[src/rtl/qio_pkg.sv]
package qio_pkg;
  typedef enum logic [2:0] {
    PH_CMD, PH_ADDR, PH_MODE, PH_DUMMY, PH_DATA, PH_SKIP
  } phase_e;

  localparam logic [7:0] OP_QREAD_MODE = 8'hEB;
  localparam logic [7:0] OP_QREAD_FAST = 8'hE7;
  localparam int CMD_CLKS  = 8;
  localparam int ADDR_CLKS = 6;
  localparam int MODE_CLKS = 2;
  localparam int ADDR_BITS = 24;
endpackage

[src/rtl/qio_pattern_mem.sv]
module qio_pattern_mem #(
  parameter int          ADDR_W = 6,
  parameter logic [7:0]  SEED   = 8'h5A,
  parameter logic [7:0]  STRIDE = 8'd29
) (
  input  logic              clk_i,
  input  logic              rst_ni,
  input  logic [ADDR_W-1:0] rd_addr_i,
  output logic [7:0]        rd_data_o
);
  localparam int DEPTH = 1 << ADDR_W;

  logic [7:0] mem_q [DEPTH];

  always_ff @(posedge clk_i or negedge rst_ni) begin
    if (!rst_ni) begin
      for (int i = 0; i < DEPTH; i++) mem_q[i] <= 8'(i * int'(STRIDE) + int'(SEED));
    end else begin
      for (int i = 0; i < DEPTH; i++) mem_q[i] <= mem_q[i];
    end
  end

  assign rd_data_o = mem_q[rd_addr_i];
endmodule

[src/rtl/qio_phase_ctrl.sv]
module qio_phase_ctrl
  import qio_pkg::*;
#(
  parameter int ADDR_W     = 6,
  parameter int DUMMY_CLKS = 4
) (
  input  logic              clk_i,
  input  logic              rst_ni,
  input  logic              cs_ni,
  input  logic              sclk_rise_i,
  input  logic [3:0]        lane_i,
  input  logic              qe_i,
  output phase_e            phase_o,
  output logic              addr_vld_o,
  output logic [ADDR_W-1:0] addr_o,
  output logic              enh_o
);
  localparam int CNT_W = $clog2(CMD_CLKS + DUMMY_CLKS + 1);
  localparam logic [CNT_W-1:0] CMD_LAST   = CNT_W'(CMD_CLKS - 1);
  localparam logic [CNT_W-1:0] ADDR_LAST  = CNT_W'(ADDR_CLKS - 1);
  localparam logic [CNT_W-1:0] MODE_LAST  = CNT_W'(MODE_CLKS - 1);
  localparam logic [CNT_W-1:0] DUMMY_LAST = CNT_W'(DUMMY_CLKS - 1);

  phase_e                 phase_q;
  logic [CNT_W-1:0]       cnt_q;
  logic [ADDR_BITS-1:0]   sr_q;
  logic                   is_eb_q;
  logic                   enh_q;
  logic                   last;
  logic [ADDR_BITS-1:0]   sr_ser_nxt;
  logic [ADDR_BITS-1:0]   sr_quad_nxt;

  assign sr_ser_nxt  = {sr_q[ADDR_BITS-2:0], lane_i[0]};
  assign sr_quad_nxt = {sr_q[ADDR_BITS-5:0], lane_i};

  always_comb begin
    unique case (phase_q)
      PH_CMD:   last = (cnt_q == CMD_LAST);
      PH_ADDR:  last = (cnt_q == ADDR_LAST);
      PH_MODE:  last = (cnt_q == MODE_LAST);
      PH_DUMMY: last = (cnt_q == DUMMY_LAST);
      default:  last = 1'b0;
    endcase
  end

  always_ff @(posedge clk_i or negedge rst_ni) begin
    if (!rst_ni) begin
      phase_q    <= PH_CMD;
      cnt_q      <= '0;
      sr_q       <= '0;
      is_eb_q    <= 1'b1;
      enh_q      <= 1'b0;
      addr_vld_o <= 1'b0;
      addr_o     <= '0;
    end else begin
      addr_vld_o <= 1'b0;
      if (cs_ni) begin
        phase_q <= enh_q ? PH_ADDR : PH_CMD;
        cnt_q   <= '0;
        sr_q    <= '0;
        is_eb_q <= 1'b1;
      end else if (sclk_rise_i) begin
        if (phase_q inside {PH_CMD, PH_ADDR, PH_MODE, PH_DUMMY})
          cnt_q <= last ? '0 : cnt_q + 1'b1;
        unique case (phase_q)
          PH_CMD: begin
            sr_q <= sr_ser_nxt;
            if (last) begin
              sr_q <= '0;
              if (qe_i && sr_ser_nxt[7:0] == OP_QREAD_MODE) begin
                phase_q <= PH_ADDR;
                is_eb_q <= 1'b1;
              end else if (qe_i && sr_ser_nxt[7:0] == OP_QREAD_FAST) begin
                phase_q <= PH_ADDR;
                is_eb_q <= 1'b0;
              end else begin
                phase_q <= PH_SKIP;
              end
            end
          end
          PH_ADDR: begin
            sr_q <= sr_quad_nxt;
            if (last) begin
              sr_q       <= '0;
              addr_o     <= sr_quad_nxt[ADDR_W-1:0];
              addr_vld_o <= 1'b1;
              phase_q    <= is_eb_q ? PH_MODE : PH_DUMMY;
            end
          end
          PH_MODE: begin
            sr_q <= sr_quad_nxt;
            if (last) begin
              // toggled pairs arm the opcode-less continuation
              enh_q   <= (sr_quad_nxt[7:4] == ~sr_quad_nxt[3:0]);
              phase_q <= PH_DUMMY;
            end
          end
          PH_DUMMY: if (last) phase_q <= PH_DATA;
          default: ;
        endcase
      end
    end
  end

  assign phase_o = phase_q;
  assign enh_o   = enh_q;

  a_r1_qe_gate: assert property (@(posedge clk_i) disable iff (!rst_ni)
    (phase_q == PH_CMD && sclk_rise_i && !cs_ni && !qe_i && cnt_q == CMD_LAST)
    |=> phase_q == PH_SKIP);

  a_r2_skip_holds: assert property (@(posedge clk_i) disable iff (!rst_ni)
    (phase_q == PH_SKIP && !cs_ni) |=> phase_q == PH_SKIP);

  a_r3_addr_after_addr_phase: assert property (@(posedge clk_i) disable iff (!rst_ni)
    addr_vld_o |-> ($past(phase_q) == PH_ADDR && $past(sclk_rise_i)));

  a_r8_restart: assert property (@(posedge clk_i) disable iff (!rst_ni)
    cs_ni |=> (phase_q == PH_CMD || phase_q == PH_ADDR));

  a_r9_enh_only_from_mode: assert property (@(posedge clk_i) disable iff (!rst_ni)
    !$stable(enh_q) |-> $past(phase_q) == PH_MODE);
endmodule

[src/rtl/qio_tx_lane.sv]
module qio_tx_lane #(
  parameter int ADDR_W = 6
) (
  input  logic              clk_i,
  input  logic              rst_ni,
  input  logic              cs_ni,
  input  logic              sclk_fall_i,
  input  logic              data_ph_i,
  input  logic              addr_vld_i,
  input  logic [ADDR_W-1:0] addr_i,
  input  logic [7:0]        rd_data_i,
  output logic [ADDR_W-1:0] rd_addr_o,
  output logic [3:0]        lane_o,
  output logic [3:0]        lane_oe_o
);
  logic [ADDR_W-1:0] addr_q;
  logic              hi_q;
  logic              drive_q;
  logic [3:0]        lane_q;

  always_ff @(posedge clk_i or negedge rst_ni) begin
    if (!rst_ni) begin
      addr_q  <= '0;
      hi_q    <= 1'b1;
      drive_q <= 1'b0;
      lane_q  <= '0;
    end else if (cs_ni) begin
      hi_q    <= 1'b1;
      drive_q <= 1'b0;
    end else begin
      if (addr_vld_i) begin
        addr_q <= addr_i;
        hi_q   <= 1'b1;
      end
      if (sclk_fall_i && data_ph_i) begin
        drive_q <= 1'b1;
        lane_q  <= hi_q ? rd_data_i[7:4] : rd_data_i[3:0];
        hi_q    <= ~hi_q;
        if (!hi_q) addr_q <= addr_q + 1'b1;
      end
    end
  end

  // release is combinational so it is not delayed by a clock
  assign lane_oe_o = {4{drive_q & ~cs_ni}};
  assign lane_o    = lane_q;
  assign rd_addr_o = addr_q;

  a_r5_high_nibble_first: assert property (@(posedge clk_i) disable iff (!rst_ni)
    $rose(drive_q) |-> !hi_q);

  a_r6_increment_wrap: assert property (@(posedge clk_i) disable iff (!rst_ni)
    (sclk_fall_i && data_ph_i && !hi_q && !cs_ni && !addr_vld_i)
    |=> rd_addr_o == ADDR_W'($past(rd_addr_o) + 1'b1));

  a_r7_drive_only_in_data: assert property (@(posedge clk_i) disable iff (!rst_ni)
    drive_q |-> data_ph_i);
endmodule

[src/rtl/qio_read_responder.sv]
module qio_read_responder
  import qio_pkg::*;
#(
  parameter int         ADDR_W     = 6,
  parameter int         DUMMY_CLKS = 4,
  parameter logic [7:0] SEED       = 8'h5A,
  parameter logic [7:0] STRIDE     = 8'd29
) (
  input  logic       clk_i,
  input  logic       rst_ni,
  input  logic       qe_i,
  input  logic       cs_ni,
  input  logic       sclk_i,
  input  logic [3:0] lane_i,
  output logic [3:0] lane_o,
  output logic [3:0] lane_oe_o
);
  logic              sclk_q;
  logic              sclk_rise;
  logic              sclk_fall;
  phase_e            phase;
  logic              addr_vld;
  logic [ADDR_W-1:0] start_addr;
  logic              enh;
  logic [ADDR_W-1:0] rd_addr;
  logic [7:0]        rd_data;

  always_ff @(posedge clk_i or negedge rst_ni) begin
    if (!rst_ni) sclk_q <= 1'b0;
    else         sclk_q <= sclk_i;
  end

  assign sclk_rise = sclk_i & ~sclk_q & ~cs_ni;
  assign sclk_fall = ~sclk_i & sclk_q & ~cs_ni;

  qio_phase_ctrl #(.ADDR_W(ADDR_W), .DUMMY_CLKS(DUMMY_CLKS)) u_ctrl (
    .clk_i       (clk_i),
    .rst_ni      (rst_ni),
    .cs_ni       (cs_ni),
    .sclk_rise_i (sclk_rise),
    .lane_i      (lane_i),
    .qe_i        (qe_i),
    .phase_o     (phase),
    .addr_vld_o  (addr_vld),
    .addr_o      (start_addr),
    .enh_o       (enh)
  );

  qio_pattern_mem #(.ADDR_W(ADDR_W), .SEED(SEED), .STRIDE(STRIDE)) u_mem (
    .clk_i     (clk_i),
    .rst_ni    (rst_ni),
    .rd_addr_i (rd_addr),
    .rd_data_o (rd_data)
  );

  qio_tx_lane #(.ADDR_W(ADDR_W)) u_tx (
    .clk_i       (clk_i),
    .rst_ni      (rst_ni),
    .cs_ni       (cs_ni),
    .sclk_fall_i (sclk_fall),
    .data_ph_i   (phase == PH_DATA),
    .addr_vld_i  (addr_vld),
    .addr_i      (start_addr),
    .rd_data_i   (rd_data),
    .rd_addr_o   (rd_addr),
    .lane_o      (lane_o),
    .lane_oe_o   (lane_oe_o)
  );

  a_r9_enh_needs_cs_low: assert property (@(posedge clk_i) disable iff (!rst_ni)
    (enh && cs_ni) |=> (phase == PH_ADDR));
endmodule

[config.mk]
export PLATFORM = sky130hd
export DESIGN_NAME = qio_read_responder
export DESIGN_NICKNAME = d
export VERILOG_FILES = /design/src/rtl/qio_pkg.sv /design/src/rtl/qio_pattern_mem.sv /design/src/rtl/qio_phase_ctrl.sv /design/src/rtl/qio_tx_lane.sv /design/src/rtl/qio_read_responder.sv
export SDC_FILE = /design/constraint.sdc
export NUM_CORES = 1
export LEC_CHECK = 0
export BUFFER_PORTS_ARGS = -buffer_cell sky130_fd_sc_hd__buf_4
export CORE_ASPECT_RATIO = 0.5
export CORE_MARGIN = 5
export CORE_UTILIZATION = 65
export CTS_BUF_LIST = sky130_fd_sc_hd__clkbuf_8 sky130_fd_sc_hd__clkbuf_16
export DETAILED_ROUTE_END_ITERATION = 8
export PLACE_DENSITY = 0.85
export SLEW_MARGIN = 20
export SYNTH_ARGS = -nofsm -noshare
export SYNTH_HDL_FRONTEND = slang
export SYNTH_SLANG_ARGS = --single-unit
[constraint.sdc]
create_clock -name clk_i -period 5.4 [get_ports clk_i]
set_clock_uncertainty 0.15 [all_clocks]
set_input_delay 1.08 -clock clk_i [delete_from_list [all_inputs] [get_ports clk_i]]
set_output_delay 1.08 -clock clk_i [all_outputs]
set_load 0.02 [all_outputs]
# After elaboration in Yosys (flattened, before gate mapping)
# Memory sizes are Yosys's and may differ from the RTL's.
# Index checks and enable logic that the tools add are counted.
[word_totals]
register_bits = 36
romBits = 512
input_bits = 9
output_inout_bits = 8
elab_cells = 105
memories = 1
[memory_table]
columns = ["name", "words", "word_bits", "rd", "rd_ports_with_merged_regs", "write_ports", "line_no", "rtl"]
rows = [
  ["(no name shown)", 64, 8, 1, 0, 0, "qio_pattern_mem.sv:23", "assign rd_data_o = mem_q[rd_addr_i];"],
]
[op_classes]
add_sub_neg = 2
n_lt_le_gt_ge = 1
n_eq_ne = 15
muxes = 42
bitwise_logic = 11
n_reduce_logical = 21
[ops]
columns = ["cell", "n"]
rows = [
  ["$mux W7", 4],
  ["$mux W3", 8],
  ["$pmux W7 S3", 1],
  ["$mux W4", 5],
  ["$mux W6", 3],
  ["$mux W1", 17],
  ["$eq A8 B8 Y1 const B", 2],
  ["$mux W8", 2],
  ["$ne A3 B2 Y1 const B", 4],
  ["$pmux W3 S4", 1],
  ["$reduce_and A4 Y1", 3],
  ["$reduce_bool A2 Y1", 5],
  ["$eq A4 B3 Y1 const B", 2],
  ["$reduce_bool A4 Y1", 2],
  ["$ge A7 B7 Y1 const B", 1],
  ["$not A6 Y7", 1],
  ["$add A6 B1 Y6 const B", 1],
  ["$eq A3 B2 Y1 const B", 2],
  ["$reduce_and A2 Y1", 3],
  ["$reduce_and A6 Y1", 1],
  ["$reduce_bool A3 Y1", 2],
  ["$and A1 B1 Y1", 5],
  ["$reduce_bool A5 Y1", 1],
  ["$add A4 B1 Y4 const B", 1],
  ["10 further kinds", 15],
]

# Logic depth before layout (Yosys ltp)
# Gate-level depths: netlist of the first run.
[depth]
depth_word = 8
ltp_mapped = 8
depth_no_buf = 8

# Cells and area by module
# Synthesis of the first run repeated with hierarchy kept, for this count alone.
[unflattened]
cells_unflattened = 297
area_unflattened_um2 = 2668.8
[by_module_without_submodules]
columns = ["mod", "n_inst", "cells_per_inst", "area_each_um2", "seq_area_each_um2"]
rows = [
  ["qio_phase_ctrl", 1, 134, 1327.5, 576.8],
  ["qio_tx_lane", 1, 71, 703.2, 301.5],
  ["qio_pattern_mem", 1, 88, 590.6, 0.0],
  ["qio_read_responder", 1, 4, 47.5, 25.0],
]

# Least setup slack after synthesis of the first run
# Ideal clock, no wire load.
[synth_path]
path_type = "input to output"
startpoint = "in cs_ni"
endpoint = "out lane_oe_o[1]"
arrival_ns = 1.966
slack_ns = 2.204
cell_stages = 3
path_buffers = 2
path_cell_list = "clkbuf_1 -> nor2b_1 -> buf_4"
[synth_between]
elab_chain_len = 2
[synth_rtl]
columns = ["item", "line_no", "rtl"]
rows = [
  ["from (decl)", "qio_read_responder.sv:12", "input logic cs_ni,"],
  ["$not A1 Y1 (no line)", "-", ""],
  ["$and A1 B1 Y1", "qio_tx_lane.sv:45", "assign lane_oe_o = {4{drive_q & ~cs_ni}};"],
  ["to (decl)", "qio_read_responder.sv:16", "output logic [3:0] lane_oe_o"],
]
# Every way passes these cells.

# Final worst setup path of the first run
[layout_path]
startpoint = "in cs_ni"
endpoint = "out lane_oe_o[3]"
# The elaborated chain is that of the path after synthesis.

==> results of run 1 <==
==> state kept, by name (all words and copies together) (netlist names), 3 cells and up <==
signal          flops
u_ctrl.sr_q         7
u_ctrl.addr_o       6
u_tx.rd_addr_o      6
u_ctrl.cnt_q        4
u_tx.lane_o         4
u_ctrl.phase_o      3
==> power groups by stage <==
stage / Clock, mW / Combinational [mW] / Sequential, mW
2_1_floorplan: 0 / 0.0446 / 0.290
3_3_place_gp: 0 / 0.0650 / 0.293
3_5_place_dp: 0 / 0.0668 / 0.294
4_1_cts: 0.204 / 0.0671 / 0.288
5_1_grt: 0.220 / 0.0756 / 0.290
6_report: 0.201 / 0.0673 / 0.289
==> synthesized netlist by cell type, drive strengths merged (3+ instances only) <==
| master | number | area share |
|---|---|---|
| clkbuf | 16 | 0.024 |
| a21oi | 14 | 0.028 |
| inv | 13 | 0.020 |
| nor4 | 4 | 0.013 |
| nor3b | 4 | 0.014 |
| and3 | 5 | 0.015 |
| a31oi | 5 | 0.013 |
| o31ai | 4 | 0.012 |
| nand2 | 28 | 0.043 |
| nand3 | 6 | 0.012 |
| nor2b | 6 | 0.015 |
| ha | 13 | 0.066 |
| xnor2 | 8 | 0.028 |
| xor2 | 5 | 0.018 |
| mux2i | 5 | 0.025 |
| a22oi | 6 | 0.018 |
| a32o | 3 | 0.012 |
| dfrtp | 34 | 0.34 |
| nor3 | 8 | 0.016 |
| o21ai | 22 | 0.045 |
| nand4 | 7 | 0.018 |
| nor2 | 18 | 0.027 |
| mux2 | 4 | 0.018 |
| nand2b | 6 | 0.015 |
| buf | 6 | 0.020 |
==> worst max path at each step <==
stage | to | slack (ns) | cells after the start
2_1_floorplan | lane_oe_o[1] | 2.20 | 3
3_3_place_gp | lane_oe_o[3] | 2.45 | 3
3_5_place_dp | lane_oe_o[3] | 2.40 | 3
4_1_cts | lane_oe_o[3] | 2.39 | 3
5_1_grt | lane_oe_o[3] | 2.33 | 3
6_report | lane_oe_o[3] | 2.39 | 3
==> metal layers <==
metal	GRT usage	vias to the layer above	wire, um
li1	-	1010	-
met1	0.291	1033	2490
met2	0.385	54	2550
met3	0.0517	12	225
met4	0.0979	0	94
met5	0	-	0
==> worst min-delay path: stages, from the launching register on <==
cell and delay (ns):
dfrtp_1 0.35, nand2_1 0.05, nand2_1 0.05
==> stage by stage <==
stage / power, mW / util / hold WS (ns) / area [um2]
2_1_floorplan: 0.335 / - / 0.289 / 2470
3_3_place_gp: 0.358 / 0.717 / 0.301 / 2540
3_5_place_dp: 0.360 / 0.717 / 0.310 / 2540
4_1_cts: 0.560 / 0.744 / 0.326 / 2640
5_1_grt: 0.586 / 0.744 / 0.347 / 2640
6_report: 0.557 / 0.744 / 0.326 / 2640
==> layout make-up <==
class | instances | share of cell area
Clock buffer | 6 | 0.0313
Clock inverter | 2 | 0.00380
Inverter | 13 | 0.0185
Multi-Input combinational cell | 209 | 0.534
Sequential cell | 36 | 0.343
Tap cell | 51 | 0.0242
Timing Repair Buffer | 16 | 0.0455
==> kinds of logic (layout without fill, tap and decap cells) <==
family                     count (synthesis)  count (layout)  synth area share
xor gates and xnor gates                  13              13            0.0461
buffers and inverters                     35              37            0.0638
AOI/OAI and AO/OA                         73              73             0.196
adders and majority gates                 13              13            0.0659
muxes                                      9               9            0.0436
and+or+nand+nor                          101             101             0.219
DFF                                       36              36             0.366
==> results.sh, run 1 <==
export IMPL_outcome="finished, final reports clean"
export IMPL_hold_violations=0
export IMPL_io_pins=17
export IMPL_pwr_share_clk=0.361
export IMPL_avgViaCountPerCell=6.33
export IMPL_relSlewSlack=0.512
export IMPL_clk_pin_slew_ns=0.07
export IMPL_hpwlAfterDp_mm=3.71
export IMPL_netlist_area_um2=2470
export IMPL_fin_ws_ns=2.39
export IMPL_port_buffers=16
export IMPL_synthFlopType="dfrtp_1"
export IMPL_die_area_um2=5210
export IMPL_place_ws_ns=2.40
export IMPL_r2r_start="u_ctrl.phase_o[1]"
export IMPL_critical_path_class="in -> out"
export IMPL_synth_async_reset_ratio=1.00
export IMPL_floorplan_core_area_um2=3550
export IMPL_antenna_found_initial=0
export IMPL_synth_edf_count=0
export IMPL_syn_nets=302
export IMPL_start_kind="input pin"
export IMPL_gp_congestion=0.913
export IMPL_cp_arrival_ns=1.78
export IMPL_drt_wl_total_mm=5.36
export IMPL_hold_buffers=0
export IMPL_grt_max_degree=37
export IMPL_worstSetupStartpoint="cs_ni"
export IMPL_clockRootBuffer="clkbuf_8"
export IMPL_regToRegSetupSlack_ns=3.00
export IMPL_grt_use_total=0.228
export IMPL_p_leak_nw=1.18
export IMPL_dr_total_vias=2109
export IMPL_worstPathMaxFanout=29
export IMPL_hold_path_end="u_ctrl.sr_q[6]"
export IMPL_clkLatencyLatePin_ns=0.29
export IMPL_hp_class="reg -> reg"
export IMPL_setup_viol=0
export IMPL_drt_iter0_markers=116
export IMPL_fin_nets=303
export IMPL_layout_cells_non_filler=333
export IMPL_cts_buffer_depth=2
export IMPL_ys_warnings_count=0
export IMPL_peakVddDrop_mv=0.157
export IMPL_drive_above_1_share=0.113
export IMPL_seqPwrFrac=0.518
export IMPL_grt_pass1_wl_mm=9.36
export IMPL_cts_buffers=5
export IMPL_fmax_mhz=332
export IMPL_drc=0
export IMPL_fillerInstances=265
export IMPL_ys_ff_latch=36
export IMPL_cts_tree="yes"
export IMPL_ys_types=53
export IMPL_r2r_end="u_ctrl.addr_o[2]"
export IMPL_die_w_um=97.2
export IMPL_cts_sinks=36
export IMPL_worst_slew_pin_slew_ns=0.726
export IMPL_worstPathCellList="buf_4 > nor2b_1 > buf_4"
export IMPL_start_util=0.696
export IMPL_die_h_um=53.6
export IMPL_detail_route_antenna_nets=0
export IMPL_setup_tns_ns=0
export IMPL_h_tree_depth=2
export IMPL_cts_setup_buffers=0
export IMPL_drv_cap=0
export IMPL_power_internal_mw=0.406
export IMPL_combPwrFrac=0.121
export IMPL_layout_common_cells="dfrtp_1, nand2_1, o21ai_0"
export IMPL_syn_to_final_growth_pct=6.79
export IMPL_p_sw_mw=0.152
export IMPL_overflow=0
export IMPL_cts_resized=0
export IMPL_hp_start="u_ctrl.sr_q[6]"
export IMPL_slew_violations=0
export IMPL_worst_path_buf_inv=2
export IMPL_sw_frac_of_total=0.272
export IMPL_final_common_cell="dfrtp_1"
export IMPL_timing_final_crit_share=0.557
export IMPL_ys_seq_area_frac=0.366
export IMPL_rows=15
export IMPL_slowest_stage="nor2b_1"
export IMPL_firstDrtPassIters=4
export IMPL_dp_cells=325
export IMPL_reg2regPathDepth=5
export IMPL_critical_path_max_stage_delay_ns=0.28
export IMPL_rsz0062_at_grt="no"
export IMPL_routedWlPerCell_um=16.1
export IMPL_grt_pass1_vias=1980
export IMPL_diodes=0
export IMPL_regArea_um2=903
export IMPL_finalCriticalPeriod_ns=3.01
export IMPL_cp_end_kind="output port"
export IMPL_worstPathRequired_ns=4.17
export IMPL_multi_input_area_um2=1410
export IMPL_syn_area_per_cell_um2=8.82
export IMPL_hold_path_depth=2
export IMPL_netlist_instances=280
export IMPL_powerDensity_nw_per_um2=211
export IMPL_cpMostUsedCell="buf_4"
export IMPL_cpLargestDelayFamily="buffers and inverters"
Note: power is estimated with default switching activity, not from simulation.
==> run 2, diff against run 1 <==
--- a/config.mk
+++ b/config.mk
@@ -5,13 +5,14 @@
 export SDC_FILE = /design/constraint.sdc
 export NUM_CORES = 1
 export LEC_CHECK = 0
+export ABC_AREA = 1
 export BUFFER_PORTS_ARGS = -buffer_cell sky130_fd_sc_hd__buf_4
 export CORE_ASPECT_RATIO = 0.5
 export CORE_MARGIN = 5
-export CORE_UTILIZATION = 65
+export CORE_UTILIZATION = 55
 export CTS_BUF_LIST = sky130_fd_sc_hd__clkbuf_8 sky130_fd_sc_hd__clkbuf_16
 export DETAILED_ROUTE_END_ITERATION = 8
-export PLACE_DENSITY = 0.85
+export PLACE_DENSITY = 0.76
 export SLEW_MARGIN = 20
 export SYNTH_ARGS = -nofsm -noshare
 export SYNTH_HDL_FRONTEND = slang
==> constraint.sdc (replaced) <==
create_clock -name clk_i -period 2.6 [get_ports clk_i]
set_clock_uncertainty 0.15 [all_clocks]
set_input_delay 0.52 -clock clk_i [delete_from_list [all_inputs] [get_ports clk_i]]
set_output_delay 0.52 -clock clk_i [all_outputs]
set_load 0.02 [all_outputs]
==> run 2 against run 1 <==
Against the previous run: flip-flop and latch count unchanged; synthesized cell count grew 30%; synthesized area up 4.7%; utilization down 11 points; clock-buffer cell count decreased by 1; non-clock buffer count grew 1; largest power group unchanged; highest routed layer unchanged.
==> results.sh, run 2 <==
export IMPL_drive_above_1_share=0.122
export IMPL_powerDensity_nw_per_um2=708
export IMPL_peakVddDrop_mv=0.350
export IMPL_cts_tree="yes"
export IMPL_start_kind="register"
export IMPL_cpLargestDelayFamily="flip-flops"
export IMPL_dpl_cell_area_um2=2720
export IMPL_rows=17
export IMPL_synthFlopType="dfrtp_1"
export IMPL_relSlewSlack=0.689
export IMPL_regToRegSetupSlack_ns=0.42
export IMPL_synth_fa_ha_area_frac=0.0629
export IMPL_place_ws_ns=0.467
export IMPL_r2r_start="u_tx.rd_addr_o[2]"
export IMPL_grt_pass1_wl_mm=10.0
export IMPL_fin_ws_ns=0.422
export IMPL_critical_path_class="reg -> reg"
export IMPL_h_tree_depth=2
export IMPL_synth_area_top_cells="dfrtp_1, nand2_1, ha_1, nand3_1, inv_1"
export IMPL_syn_nets=387
export IMPL_reg2regPathDepth=7
export IMPL_cts_resized=0
export IMPL_worst_path_buf_inv=1
export IMPL_firstDrtPassIters=5
export IMPL_r2r_end="u_tx.lane_o[2]"
export IMPL_floorplan_core_area_um2=4470
export IMPL_syn_area_per_cell_um2=7.09
export IMPL_hold_violations=0
export IMPL_fin_nets=397
export IMPL_synth_compound_area_frac=0.134
export IMPL_total_power_mw=2.00
export IMPL_io_pins=17
export IMPL_muxShareOfSynthArea=0
export IMPL_overflow=0
export IMPL_drv_cap=0
export IMPL_fin_util=0.633
export IMPL_synth_xor_area_share=0.0373
export IMPL_worstPathCellList="inv_1 > ha_1 > or2_2 > a21oi_1 > nand2_1 > a21oi_1 > o21bai_1"
export IMPL_die_w_um=107
export IMPL_slowest_stage="dfrtp_1"
export IMPL_cts_setup_buffers=0
export IMPL_critical_path_max_stage_delay_ns=0.57
export IMPL_cts_sinks=36
export IMPL_start_util=0.579
export IMPL_netlist_instances=365
export IMPL_worst_slew_pin_slew_ns=0.467
export IMPL_largest_register="u_ctrl.sr_q"
export IMPL_cts_buffers=5
export IMPL_hp_class="in -> async"
export IMPL_diodes=0
export IMPL_ys_ff_latch=36
export IMPL_drt_wl_total_mm=5.89
export IMPL_multi_input_area_um2=1500
export IMPL_die_h_um=58.5
export IMPL_synth_top_family_by_area="simple AND/OR/NAND/NOR gates"
export IMPL_grt_pass1_vias=2178
export IMPL_final_area_um2=2830
export IMPL_hpwlAfterDp_mm=4.35
export IMPL_fillerInstances=383
export IMPL_cpMostUsedCell="a21oi_1"
export IMPL_port_buffers=16
export IMPL_final_common_cell="nand2_1"
export IMPL_fmax_mhz=459
export IMPL_post_synth_top_count_cell="nand2_1"
export IMPL_hold_buffers=0
export IMPL_die_area_um2=6260
export IMPL_cts_buffer_depth=2
export IMPL_cp_arrival_ns=2.20
export IMPL_ys_types=33
export IMPL_worstPathRequired_ns=2.63
export IMPL_clkLatencyLatePin_ns=0.29
export IMPL_synthTopCellsByCount="nand2_1, dfrtp_1, inv_1"
export IMPL_synth_top_cell_area_share=0.329
export IMPL_synth_async_reset_ratio=1.00
export IMPL_outcome="finished, final reports clean"
export IMPL_ys_seq_area_frac=0.349
export IMPL_synth_edf_count=0
export IMPL_regArea_um2=903
export IMPL_layout_common_cells="nand2_1, dfrtp_1, inv_1"
export IMPL_grt_max_degree=37
export IMPL_detail_route_antenna_nets=0
export IMPL_antenna_found_initial=0
export IMPL_p_leak_nw=1.38
export IMPL_setup_tns_ns=0
export IMPL_synth_top_cell_by_area="dfrtp_1"
export IMPL_slew_violations=0
export IMPL_clockRootBuffer="clkbuf_8"
export IMPL_ys_warnings_count=0
export IMPL_synth_simple_gate_area_frac=0.346
export IMPL_largest_reg_flops=7
export IMPL_syn_to_final_growth_pct=9.29
export IMPL_routedWlPerCell_um=13.6
export IMPL_dr_total_vias=2410
export IMPL_finalCriticalPeriod_ns=2.18
export IMPL_gp_congestion=0.898
export IMPL_worstPathMaxFanout=15
export IMPL_netlist_area_um2=2590
export IMPL_setup_viol=0
export IMPL_drt_iter0_markers=140
export IMPL_grt_use_total=0.200
export IMPL_drc=0
export IMPL_timing_final_crit_share=0.838
export IMPL_cp_end_kind="register"
export IMPL_clk_pin_slew_ns=0.08
export IMPL_avgViaCountPerCell=5.57
export IMPL_rsz0062_at_grt="no"
==> run 2: changes by cell type after synthesis, sizes merged, moves of 7 or more <==
cell    delta
nand3     +21
inv       +18
nand2    +105
xnor2      -8
clkbuf     -7
nor2      +10
o211ai     +7
==> run 2: through the flow <==
step / instances / hold WS, ns
6_report: 433 / 0.0305
4_1_cts: 433 / 0.0414
3_3_place_gp: 425 / 0.308
2_1_floorplan: 365 / 0.0744
5_1_grt: 433 / 0.0630
3_5_place_dp: 425 / 0.311
==> run 2: cell families after synthesis <==
| kind of cell | Yosys count |
|---|---|
| simple gates | 202 |
| compound gates | 58 |
| buf+inv | 45 |
| flops | 36 |
| fa+ha+maj | 13 |
| xor+xnor | 11 |
==> run 2: routing by layer <==
metal  track usage  vias to the layer above  wire length [um]
met2         0.318                       78              2670
li1              -                     1204                 -
met1         0.273                     1114              2800
met3        0.0526                       14               316
met5             0                        -                 0
met4        0.0510                        0               102
==> run 2: worst max-delay path by stage <==
stage | from | cells after the start | end | slack, ns
3_5_place_dp | u_tx.rd_addr_o[2] | 7 | u_tx.lane_o[2] | 0.47
3_3_place_gp | u_tx.rd_addr_o[2] | 7 | u_tx.lane_o[2] | 0.60
5_1_grt | u_tx.rd_addr_o[2] | 7 | u_tx.lane_o[2] | 0.29
2_1_floorplan | cs_ni | 3 | lane_oe_o[1] | 0.62
4_1_cts | u_tx.rd_addr_o[2] | 7 | u_tx.lane_o[2] | 0.46
6_report | u_tx.rd_addr_o[2] | 7 | u_tx.lane_o[2] | 0.42
==> run 2: worst register-to-register path, delay by kind of cell, from the launching register on <==
| kind | cells | cell delay, ns |
|---|---|---|
| buffers and inverters | 1 | 0.33 |
| AOI/OAI and AO/OA | 3 | 0.38 |
| DFF | 1 | 0.57 |
| and+or+nand+nor | 2 | 0.36 |
| adders and majority gates | 1 | 0.28 |
==> run 2: cell type report <==
cell class,instances,area share
Clock inverter,3,0.0137
Sequential cell,36,0.320
Timing Repair Buffer,17,0.0452
Multi-Input combinational cell,284,0.531
Inverter,31,0.0412
Clock buffer,5,0.0243
Tap cell,57,0.0252
==> run 2: report_power, final <==
group / switching (mW) / leakage [nW] / internal (mW)
registers: 0.124 / 0.475 / 0.657
clock network: 0.204 / 0.0593 / 0.281
logic: 0.468 / 0.844 / 0.267
